===== src/rtl/spi_cmd_pkg.sv =====
package spi_cmd_pkg;

    localparam int REG_W     = 8;
    localparam int CS_W      = 8;
    localparam int MODE_BITS = 3;
    localparam int CNT_W     = 2 * REG_W + 2;

    typedef enum logic [1:0] {
        OP_XFER = 2'b00,
        OP_CS   = 2'b01,
        OP_CFG  = 2'b10,
        OP_MISC = 2'b11
    } op_e;

    typedef enum logic [1:0] {
        RA_MODE = 2'd0,
        RA_DIV  = 2'd1,
        RA_LEN  = 2'd2,
        RA_NONE = 2'd3
    } reg_addr_e;

    typedef enum logic [2:0] {
        ST_IDLE,
        ST_CS_PRE,
        ST_CS_POST,
        ST_SLEEP,
        ST_SYNC,
        ST_XFER
    } state_e;

    typedef struct packed {
        logic [3:0]       rsv;
        op_e              op;
        logic [1:0]       sub;
        logic [REG_W-1:0] arg;
    } cmd_t;

    function automatic cmd_t unpack_cmd(input logic [15:0] w);
        cmd_t c;
        c.rsv = {w[15:14], w[11:10]};
        c.op  = op_e'(w[13:12]);
        c.sub = w[9:8];
        c.arg = w[7:0];
        return c;
    endfunction

    // guard interval around a chip-select change
    function automatic logic [CNT_W-1:0] cs_guard(input logic [1:0] t, input logic [REG_W-1:0] div);
        return CNT_W'(t) * (CNT_W'(div) + CNT_W'(1));
    endfunction

    // last count value of a sleep (total length minus one)
    function automatic logic [CNT_W-1:0] sleep_last(input logic [REG_W-1:0] t, input logic [REG_W-1:0] div);
        return (((CNT_W'(t) + CNT_W'(1)) * (CNT_W'(div) + CNT_W'(1))) << 1) - CNT_W'(1);
    endfunction

endpackage


===== src/rtl/spi_cmd_timer.sv =====
module spi_cmd_timer
    import spi_cmd_pkg::*;
#(
    parameter int W = CNT_W
) (
    input  logic         clk,
    input  logic         rst,
    input  logic         load,
    input  logic [W-1:0] load_val,
    output logic         zero
);

    logic [W-1:0] cnt_q;

    always_ff @(posedge clk) begin
        if (rst) begin
            cnt_q <= '0;
        end else if (load) begin
            cnt_q <= load_val;
        end else if (cnt_q != '0) begin
            cnt_q <= cnt_q - W'(1);
        end
    end

    assign zero = (cnt_q == '0);

endmodule


===== src/rtl/spi_cmd_regs.sv =====
module spi_cmd_regs
    import spi_cmd_pkg::*;
#(
    parameter int DATA_WIDTH = 8
) (
    input  logic             clk,
    input  logic             rst,
    input  logic             we,
    input  reg_addr_e        addr,
    input  logic [REG_W-1:0] wdata,
    output logic [REG_W-1:0] mode_o,
    output logic [REG_W-1:0] div_o,
    output logic [REG_W-1:0] len_o
);

    localparam logic [REG_W-1:0] LEN_RST = REG_W'(DATA_WIDTH);

    logic [MODE_BITS-1:0] mode_q;
    logic [REG_W-1:0]     div_q;
    logic [REG_W-1:0]     len_q;

    always_ff @(posedge clk) begin
        if (rst) begin
            mode_q <= '0;
            div_q  <= '0;
            len_q  <= LEN_RST;
        end else if (we) begin
            unique case (addr)
                RA_MODE: mode_q <= wdata[MODE_BITS-1:0];
                RA_DIV:  div_q  <= wdata;
                RA_LEN:  len_q  <= wdata;
                default: ;
            endcase
        end
    end

    assign mode_o = {{(REG_W-MODE_BITS){1'b0}}, mode_q};
    assign div_o  = div_q;
    assign len_o  = len_q;

endmodule


===== src/rtl/spi_cmd_seq.sv =====
module spi_cmd_seq
    import spi_cmd_pkg::*;
#(
    parameter int DATA_WIDTH = 8
) (
    input  logic        clk,
    input  logic        rst,
    input  logic        cmd_valid,
    output logic        cmd_ready,
    input  logic [15:0] cmd_data,
    output logic [7:0]  cs_n,
    output logic        sync_valid,
    input  logic        sync_ready,
    output logic [7:0]  sync_id,
    output logic        xfer_start,
    output logic        xfer_rd,
    output logic        xfer_wr,
    output logic [7:0]  xfer_words,
    input  logic        xfer_done,
    output logic [7:0]  cfg_mode,
    output logic [7:0]  cfg_div,
    output logic [7:0]  cfg_len
);

    state_e           state_q;
    cmd_t             cmd;
    logic             take;
    logic             tmr_load;
    logic [CNT_W-1:0] tmr_val;
    logic             tmr_zero;
    logic [CNT_W-1:0] guard_q;
    logic [CS_W-1:0]  cs_q;
    logic [CS_W-1:0]  cs_pend_q;
    logic             sv_q;
    logic [REG_W-1:0] sid_q;
    logic             xs_q;
    logic             xrd_q;
    logic             xwr_q;
    logic [REG_W-1:0] xwords_q;

    assign cmd       = unpack_cmd(cmd_data);
    assign cmd_ready = (state_q == ST_IDLE);
    assign take      = cmd_valid && cmd_ready && (cmd.rsv == '0);

    spi_cmd_regs #(.DATA_WIDTH(DATA_WIDTH)) i_regs (
        .clk    (clk),
        .rst    (rst),
        .we     (take && cmd.op == OP_CFG),
        .addr   (reg_addr_e'(cmd.sub)),
        .wdata  (cmd.arg),
        .mode_o (cfg_mode),
        .div_o  (cfg_div),
        .len_o  (cfg_len)
    );

    always_comb begin
        tmr_load = 1'b0;
        tmr_val  = '0;
        if (take && cmd.op == OP_CS) begin
            tmr_load = 1'b1;
            tmr_val  = cs_guard(cmd.sub, cfg_div);
        end else if (take && cmd.op == OP_MISC && cmd.sub == 2'b01) begin
            tmr_load = 1'b1;
            tmr_val  = sleep_last(cmd.arg, cfg_div);
        end else if (state_q == ST_CS_PRE && tmr_zero) begin
            tmr_load = 1'b1;
            tmr_val  = guard_q;
        end
    end

    spi_cmd_timer #(.W(CNT_W)) i_timer (
        .clk      (clk),
        .rst      (rst),
        .load     (tmr_load),
        .load_val (tmr_val),
        .zero     (tmr_zero)
    );

    always_ff @(posedge clk) begin
        if (rst) begin
            state_q   <= ST_IDLE;
            guard_q   <= '0;
            cs_q      <= '1;
            cs_pend_q <= '1;
            sv_q      <= 1'b0;
            sid_q     <= '0;
            xs_q      <= 1'b0;
            xrd_q     <= 1'b0;
            xwr_q     <= 1'b0;
            xwords_q  <= '0;
        end else begin
            xs_q <= 1'b0;
            unique case (state_q)
                ST_IDLE: begin
                    if (take) begin
                        unique case (cmd.op)
                            OP_XFER: begin
                                xs_q     <= 1'b1;
                                xrd_q    <= cmd.sub[1];
                                xwr_q    <= cmd.sub[0];
                                xwords_q <= cmd.arg;
                                state_q  <= ST_XFER;
                            end
                            OP_CS: begin
                                cs_pend_q <= cmd.arg;
                                guard_q   <= cs_guard(cmd.sub, cfg_div);
                                state_q   <= ST_CS_PRE;
                            end
                            OP_MISC: begin
                                if (cmd.sub == 2'b00) begin
                                    sv_q    <= 1'b1;
                                    sid_q   <= cmd.arg;
                                    state_q <= ST_SYNC;
                                end else if (cmd.sub == 2'b01) begin
                                    state_q <= ST_SLEEP;
                                end
                            end
                            default: ;
                        endcase
                    end
                end
                ST_CS_PRE: begin
                    if (tmr_zero) begin
                        cs_q    <= cs_pend_q;
                        state_q <= ST_CS_POST;
                    end
                end
                ST_CS_POST, ST_SLEEP: begin
                    if (tmr_zero) state_q <= ST_IDLE;
                end
                ST_SYNC: begin
                    if (sync_ready) begin
                        sv_q    <= 1'b0;
                        state_q <= ST_IDLE;
                    end
                end
                ST_XFER: begin
                    if (xfer_done) state_q <= ST_IDLE;
                end
                default: state_q <= ST_IDLE;
            endcase
        end
    end

    assign cs_n       = cs_q;
    assign sync_valid = sv_q;
    assign sync_id    = sid_q;
    assign xfer_start = xs_q;
    assign xfer_rd    = xrd_q;
    assign xfer_wr    = xwr_q;
    assign xfer_words = xwords_q;

endmodule


===== config.mk =====
export PLATFORM = sky130hd
export DESIGN_NAME = spi_cmd_seq
export DESIGN_NICKNAME = d
export VERILOG_FILES = /design/src/rtl/spi_cmd_pkg.sv /design/src/rtl/spi_cmd_timer.sv /design/src/rtl/spi_cmd_regs.sv /design/src/rtl/spi_cmd_seq.sv
export SDC_FILE = /design/constraint.sdc
export NUM_CORES = 1
export LEC_CHECK = 0
export ABC_CLOCK_PERIOD_IN_PS = 14100
export BUFFER_PORTS_ARGS = -buffer_cell sky130_fd_sc_hd__buf_4
export CAP_MARGIN = 20
export CORE_ASPECT_RATIO = 1.4
export CORE_MARGIN = 10
export CORE_UTILIZATION = 60
export CTS_CLUSTER_DIAMETER = 50
export DETAILED_ROUTE_END_ITERATION = 10
export PLACE_DENSITY_LB_ADDON = 0.25
export SLEW_MARGIN = 20
export SYNTH_ARGS = -nofsm -noshare
export SYNTH_HDL_FRONTEND = slang
export SYNTH_SLANG_ARGS = --single-unit

===== constraint.sdc =====
create_clock -name clk -period 14.1 [get_ports clk]
set_clock_uncertainty 0.15 [all_clocks]
set_input_delay 0.705 -clock clk [delete_from_list [all_inputs] [get_ports clk]]
set_output_delay 0.705 -clock clk [all_outputs]
set_load 0.03 [all_outputs]

Yosys cells after proc, flatten, opt, wreduce, memory -nomap -nowiden
Cells that the tools add are included.
{"block": "totals", "ff_bits": 94, "in_bits": 21, "out_inout_bits": 53}
{"block": "op_classes", "n_addsub": 4, "mul": 2, "n_eq_ne": 19, "n_mux": 23, "n_bitwise": 2, "reduce_logical": 26}
{"operator": "18-bit 2-to-1 mux", "count": 5}
{"operator": "18-bit by 1-bit subtractor with 18-bit output (second input constant)", "count": 2}
{"operator": "3-bit 2-to-1 mux", "count": 7}
{"operator": "8-bit by 1-bit adder with 9-bit output (second input constant)", "count": 2}
{"operator": "18-bit zero test", "count": 1}
{"operator": "9-bit by 18-bit multiplier with 17-bit output", "count": 1}
{"operator": "18-bit nonzero test", "count": 1}
{"operator": "3-bit case mux with 5 select lines", "count": 1}
{"operator": "2-bit by 9-bit multiplier with 11-bit output", "count": 1}
{"operator": "3-bit case mux with 3 select lines", "count": 1}
{"operator": "1-bit 2-to-1 mux", "count": 8}
{"operator": "2-bit inequality test (second input constant)", "count": 4}
{"operator": "2-bit AND reduction", "count": 4}
{"operator": "1-bit logical AND", "count": 7}
{"operator": "7-bit AND reduction", "count": 1}
{"operator": "2-bit equality test (second input constant)", "count": 3}
{"operator": "3-bit by 2-bit equality test with 1-bit output (second input constant)", "count": 2}
{"operator": "3-bit equality test (second input constant)", "count": 2}
{"operator": "2-bit by 1-bit inequality test with 1-bit output (second input constant)", "count": 3}
{"operator": "3-bit AND reduction", "count": 2}
{"operator": "5-bit AND reduction", "count": 1}
{"operator": "2-bit by 1-bit equality test with 1-bit output (second input constant)", "count": 2}
{"operator": "2-bit zero test", "count": 2}
{"operator": "4-bit zero test", "count": 1}
{"operator": "10 further kinds", "count": 12}

Longest topological paths before layout
{"block": "depth", "ltp_word": 8, "depth_mapped": 23, "mapped_depth_nobuf": 21}

Modules after synthesis
From an unflattened synthesis, not the netlist that was laid out.
{"block": "unflattened", "cells_unflattened": 940, "hier_area_um2": 7636.1}
{"module": "spi_cmd_seq", "instances": 1, "cells_per_inst": 743, "area_each_um2": 5765.5}
{"module": "spi_cmd_timer", "instances": 1, "cells_per_inst": 114, "area_each_um2": 1023.5}
{"module": "spi_cmd_regs", "instances": 1, "cells_per_inst": 83, "area_each_um2": 847.1}

Worst setup path before layout
OpenSTA, ideal clock, no wires.
{"block": "synth_path", "kind": "input -> register", "startpoint": "input cmd_data[2]", "endpoint": "register i_timer.cnt_q[17]", "arrival_ns": 6.469, "t_required_ns": 13.887, "slack_ns": 7.418, "stages": 22, "cell_sequence": "clkbuf_1 -> and3_1 -> and3_1 -> nand3_1 -> xor2_1 -> nand2b_1 -> fa_1 -> fa_1 -> inv_1 -> fa_1 -> inv_1 -> fa_1 -> inv_1 -> ha_1 -> or3_1 -> a211o_1 -> o22ai_2 -> or3b_1 -> buf_2 -> nor4_1 -> or4b_1 -> nand3_1"}
{"block": "synth_via", "elab_chain_cells": 6}
{"item": "start, declared", "line_no": "spi_cmd_seq.sv:10", "source": "input logic [15:0] cmd_data,"}
{"item": "8-bit by 1-bit adder with 9-bit output", "line_no": "spi_cmd_pkg.sv:54", "source": "return (((CNT_W'(t) + CNT_W'(1)) * (CNT_W'(div) + CNT_W'(1))) << 1) - CNT_W'(1);"}
{"item": "9-bit by 18-bit multiplier with 17-bit output", "line_no": "spi_cmd_pkg.sv:54"}
{"item": "18-bit by 1-bit subtractor with 18-bit output", "line_no": "spi_cmd_pkg.sv:54"}
{"item": "18-bit 2-to-1 mux", "line_no": "spi_cmd_seq.sv:62", "source": "end else if (take && cmd.op == OP_MISC && cmd.sub == 2'b01) begin"}
{"item": "18-bit 2-to-1 mux", "line_no": "spi_cmd_seq.sv:59", "source": "if (take && cmd.op == OP_CS) begin"}
{"item": "18-bit 2-to-1 mux", "line_no": "spi_cmd_timer.sv:18", "source": "end else if (load) begin"}
{"item": "end signal, assigned", "line_no": "spi_cmd_timer.sv:19", "source": "cnt_q <= load_val;"}
{"item": "end signal, assigned", "line_no": "spi_cmd_timer.sv:21", "source": "cnt_q <= cnt_q - W'(1);"}
{"item": "end, declared", "line_no": "spi_cmd_timer.sv:13", "source": "logic [W-1:0] cnt_q;"}
Every way passes these cells.
A chain may end at the register's enable or synchronous reset.

Worst setup path in the final report
{"block": "layout_path", "startpoint": "register i_regs.div_q[0], in the netlist i_regs.div_o[0]", "endpoint": "register i_timer.cnt_q[17]"}
{"block": "layout_via", "elab_chain_cells": 6}
{"item": "start, declared", "line_no": "spi_cmd_regs.sv:19", "source": "logic [REG_W-1:0] div_q;"}
{"item": "start signal, assigned", "line_no": "spi_cmd_regs.sv:30", "source": "RA_DIV: div_q <= wdata;"}
{"item": "8-bit by 1-bit adder with 9-bit output", "line_no": "spi_cmd_pkg.sv:54"}
{"item": "9-bit by 18-bit multiplier with 17-bit output", "line_no": "spi_cmd_pkg.sv:54"}
{"item": "18-bit by 1-bit subtractor with 18-bit output", "line_no": "spi_cmd_pkg.sv:54"}
{"item": "18-bit 2-to-1 mux", "line_no": "spi_cmd_seq.sv:62"}
{"item": "18-bit 2-to-1 mux", "line_no": "spi_cmd_seq.sv:59"}
{"item": "18-bit 2-to-1 mux", "line_no": "spi_cmd_timer.sv:18"}
Every way passes these cells.

==> summary.txt <==
Synthesis
  – Number of synthesized flops with an enable pin: 0
  – Simple-Gate Fraction of Synth Area: 24.94%
  – #FFs+latches synth: slightly below 90
  – Synth area leaders: dfxtp_1 (23%), fa_1 (13%), ha_1 (8.6%)
  – Main synth FF type: dfxtp_1
  – Post-Synth Adder-Cell Area: 21.93%
  – Async S/R FF share, synth: 0%
  – Post-synthesis sequential area ratio: between 20% and 30%
  – Xor/xnor share of the synthesized area: 6.979%
  – Multiplexer share of the synthesized area: 3.722%
  – Largest family of logic cells by synthesized area: simple AND/OR/NAND/NOR gates
  – Top-count cell post-synth: nor2_1
  – Post-synthesis cell count: 918
  – Number of distinct library cells after synthesis: 74
  – Syn avg cell area: around 8.2 µm²
  – Complex-gate fraction of the synthesized area: 11.53%
  – Yosys warns: 0
  – Top-area cell type share of the netlist area: 23.13%
  – Area leader, netlist: dfxtp_1
  – Post-synth top cells: nor2_1 (111), inv_1 (97), dfxtp_1 (87)
  – Cell area after synthesis: approximately 0.0075 mm²

Clocking
  – CTS buffer count: 9
  – Hold-fix buffers at CTS: 0
  – CTS sink count: 87
  – TritonCTS clock tree: yes
  – Postcts setup bufs: 0
  – Later-pin clock latency in the skew report: 350 ps
  – # H-tree levels: 3
  – Clock input transition at the sequential cells of the worst setup and hold paths: 70 ps
  – Post_cts resized: 0
  – Largest buffer count on any clock path: 2
  – Root Driver: clkbuf_16

Die
  – Io pins: 74
  – Core ar.: 0.01231 mm²
  – Number of placement rows: 48
  – Die Y: 152.6 µm
  – Die X-Extent: 114.7 µm
  – Die area: 0.01749 mm²
  – Initial Utilization: 61.16%

Critical path
  – CP required: 14240 ps
  – Arrival @ worst endpoint: 6960 ps
  – Top cell by count, worst path: fa_1
  – Crit-path max cell delay: around 670 ps
  – Critical Path Start: i_regs.div_o[0]$_SDFFE_PP0P_
  – CP max-delay cell: dfxtp_1
  – Startpoint Class: flip-flop
  – Max Fanout on Critical Path: 17
  – Kind of end point of the critical path: flip-flop
  – Cell Chain, Critical Path: ha_1 -> nand3_1 -> xor2_1 -> nor2_1 -> fa_1 -> fa_1 -> fa_1 -> inv_1 -> fa_1 -> inv_1 -> ha_1 -> or3_1 -> a211o_1 -> o22ai_2 -> or3b_1 -> nor4_1 -> or4b_1 -> nand3_1
  – R2r startpoint: i_regs.div_o[0]$_SDFFE_PP0P_
  – Reg2Reg Setup Slack: just over 7000 ps
  – Crit path to: i_timer.cnt_q[17]$_SDFFE_PP0P_
  – Setup CP Type: flip-flop to flip-flop
  – R2R depth: 18
  – Critical R2R Capture: i_timer.cnt_q[17]$_SDFFE_PP0P_

Finish
  – N_diodes: 0
  – Nets: 1077
  – P&R area growth vs syn: 10.88%
  – Layout cells sized above 1: 12.20%

Global route
  – Pin count of the biggest net entering global routing: 80
  – Congestion Overflow GR: 0
  – Number of global-route vias before repair: 6218
  – First-pass GRT wire length: 30550 µm
  – Initial antenna violation count: 0
  – GRT Total Usage: 21.08%

Timing
  – Setup-failing EPs final: 0
  – Min Tclk post-route: 6828 ps
  – Relative slew margins: 29.12%
  – Total Neg Setup Slack: 0 ps
  – Fin. Hold Viols: 0
  – Slew @ Worst Pin: between 1000 and 1500 ps
  – FMAX: 146.5 MHz
  – Worst hold slack: 305.8 ps
  – Part of the cycle the worst path needs: 48.43%
  – Final slew viol count: 0
  – RSZ-0062 raised after global routing: no

Hold path
  – Hold Path Class: flip-flop to flip-flop
  – Hold Crit Start: sync_valid$_SDFFE_PP0P_

Detailed routing
  – Initial drt markers: between 300 and 400
  – TritonRoute pass-1 iters: 5
  – Routed Antenna Nets: 0
  – Vias: ~6400
  – DRC: 0
  – Routed WL per cell: ~17 µm
  – Routed wire length: around 18000 µm
  – Avg Vias per Cell: 5.772

Placed design
  – Dpl hpwl: 14350 µm
  – Placer's final routability congestion estimate: 0.8687
  – Port-buffer cells: 68

Power
  – Pwr Density: 89.29 mW/mm²
  – Leakage: 0.003751 µW
  – Peak supply drop: 49.72 µV

Status
  – Status: complete, no violations

Run
  – Max-Cap Viols: 0
flip-flops by register name (all words and copies together) (netlist names):
register / flops
cs_n: 8
guard_q: 11
i_timer.cnt_q: 18
i_regs.len_o: 8
sync_id: 8
i_regs.div_o: 8
xfer_wr: 1
state_q: 3
sync_valid: 1
xfer_words: 8
i_regs.mode_q: 3
xfer_start: 1
cs_pend_q: 8
xfer_rd: 1
final cells by class:
class	count	area, µm²
sequential	87	1742
inverter	97	364.1
multi-input combinational	688	5223
clock inverter	7	75.07
fill	1072	3963
tap	150	187.7
clock buffer	9	225.2
timing repair buffer	71	533.0
stage by stage:
stage	setup slack [ps]	area [µm²]	total power, µW	util, %	std cells
after global routing	6903	8349	785.7	67.82	1109
final	7272	8349	745.5	67.82	1109
after global placement	7299	8049	502.7	65.38	1093
after detailed placement	7230	8049	506.0	65.38	1093
after CTS	7307	8349	746.8	67.82	1109
after floorplan	7418	7545	464.1	-	922
report_power, final:
group	leakage [µW]	total, µW	switching (µW)	internal, µW
clock network	0.000144	240	115	125
logic	0.00290	214	118	96.4
registers	0.000704	291	24.8	267
kinds of logic after synthesis:
logic type	Yosys count
simple gates	370
buf+inv	147
compound gates	123
fa+ha+maj	102
flops	87
xor+xnor	60
mux	28
other cells	1
critical path, delay by kind of cell, from the launching register on:
family                     cells  cell delay, ps
and+or+nand+nor                7            1880
xor gates and xnor gates       1             650
AOI/OAI and AO/OA              2             420
buffers and inverters          2              90
DFF                            1             670
adders and majority gates      6            2890
per-layer routing:
metal  vias to the layer above  part of all wire, %  routed length [µm]  track usage [%]
met4                         0                  4.1                 751            11.01
met2                       155                   52                9630            36.25
met5                         -                    0                   0                0
li1                       3110                    -                   -                -
met3                        36                  4.4                 809            2.443
met1                      3100                   39                7307            24.69
how the worst min path moves through the flow:
stage / endpoint / cells after the start
2_1_floorplan: cs_n[0]$_SDFFE_PP1P_ / 1
5_1_grt: cs_n[5]$_SDFFE_PP1P_ / 1
3_5_place_dp: xfer_rd$_SDFFE_PP0P_ / 2
4_1_cts: xfer_rd$_SDFFE_PP0P_ / 2
6_report: sync_valid$_SDFFE_PP0P_ / 2
3_3_place_gp: cs_n[5]$_SDFFE_PP1P_ / 1
placed cells by master, fill, tap and decap left out, drive strengths merged, types with 5 or more instances in the layout:
| cell type | synthesis | routed |
|---|---|---|
| nor2 | 112 | 112 |
| inv | 97 | 100 |
| dfxtp | 87 | 87 |
| nand2 | 81 | 81 |
| buf | 15 | 71 |
| ha | 52 | 52 |
| fa | 50 | 50 |
| a21oi | 37 | 37 |
| xnor2 | 36 | 36 |
| mux2i | 28 | 28 |
| nand3 | 26 | 26 |
| xor2 | 24 | 24 |
| o21ai | 20 | 20 |
| nand2b | 19 | 19 |
| nor3 | 19 | 19 |
| and2 | 18 | 18 |
| or2 | 17 | 17 |
| nor2b | 14 | 14 |
| nor4 | 14 | 14 |
| a211oi | 13 | 13 |
| a211o | 11 | 11 |
| nand3b | 11 | 11 |
| clkbuf | 35 | 9 |
| and3 | 6 | 6 |
| or3 | 6 | 6 |
| o211ai | 5 | 5 |
| conb | 1 | 5 |
| or4 | 5 | 5 |
| nor3b | 5 | 5 |
No activity file was read; power rests on OpenSTA's default activity.
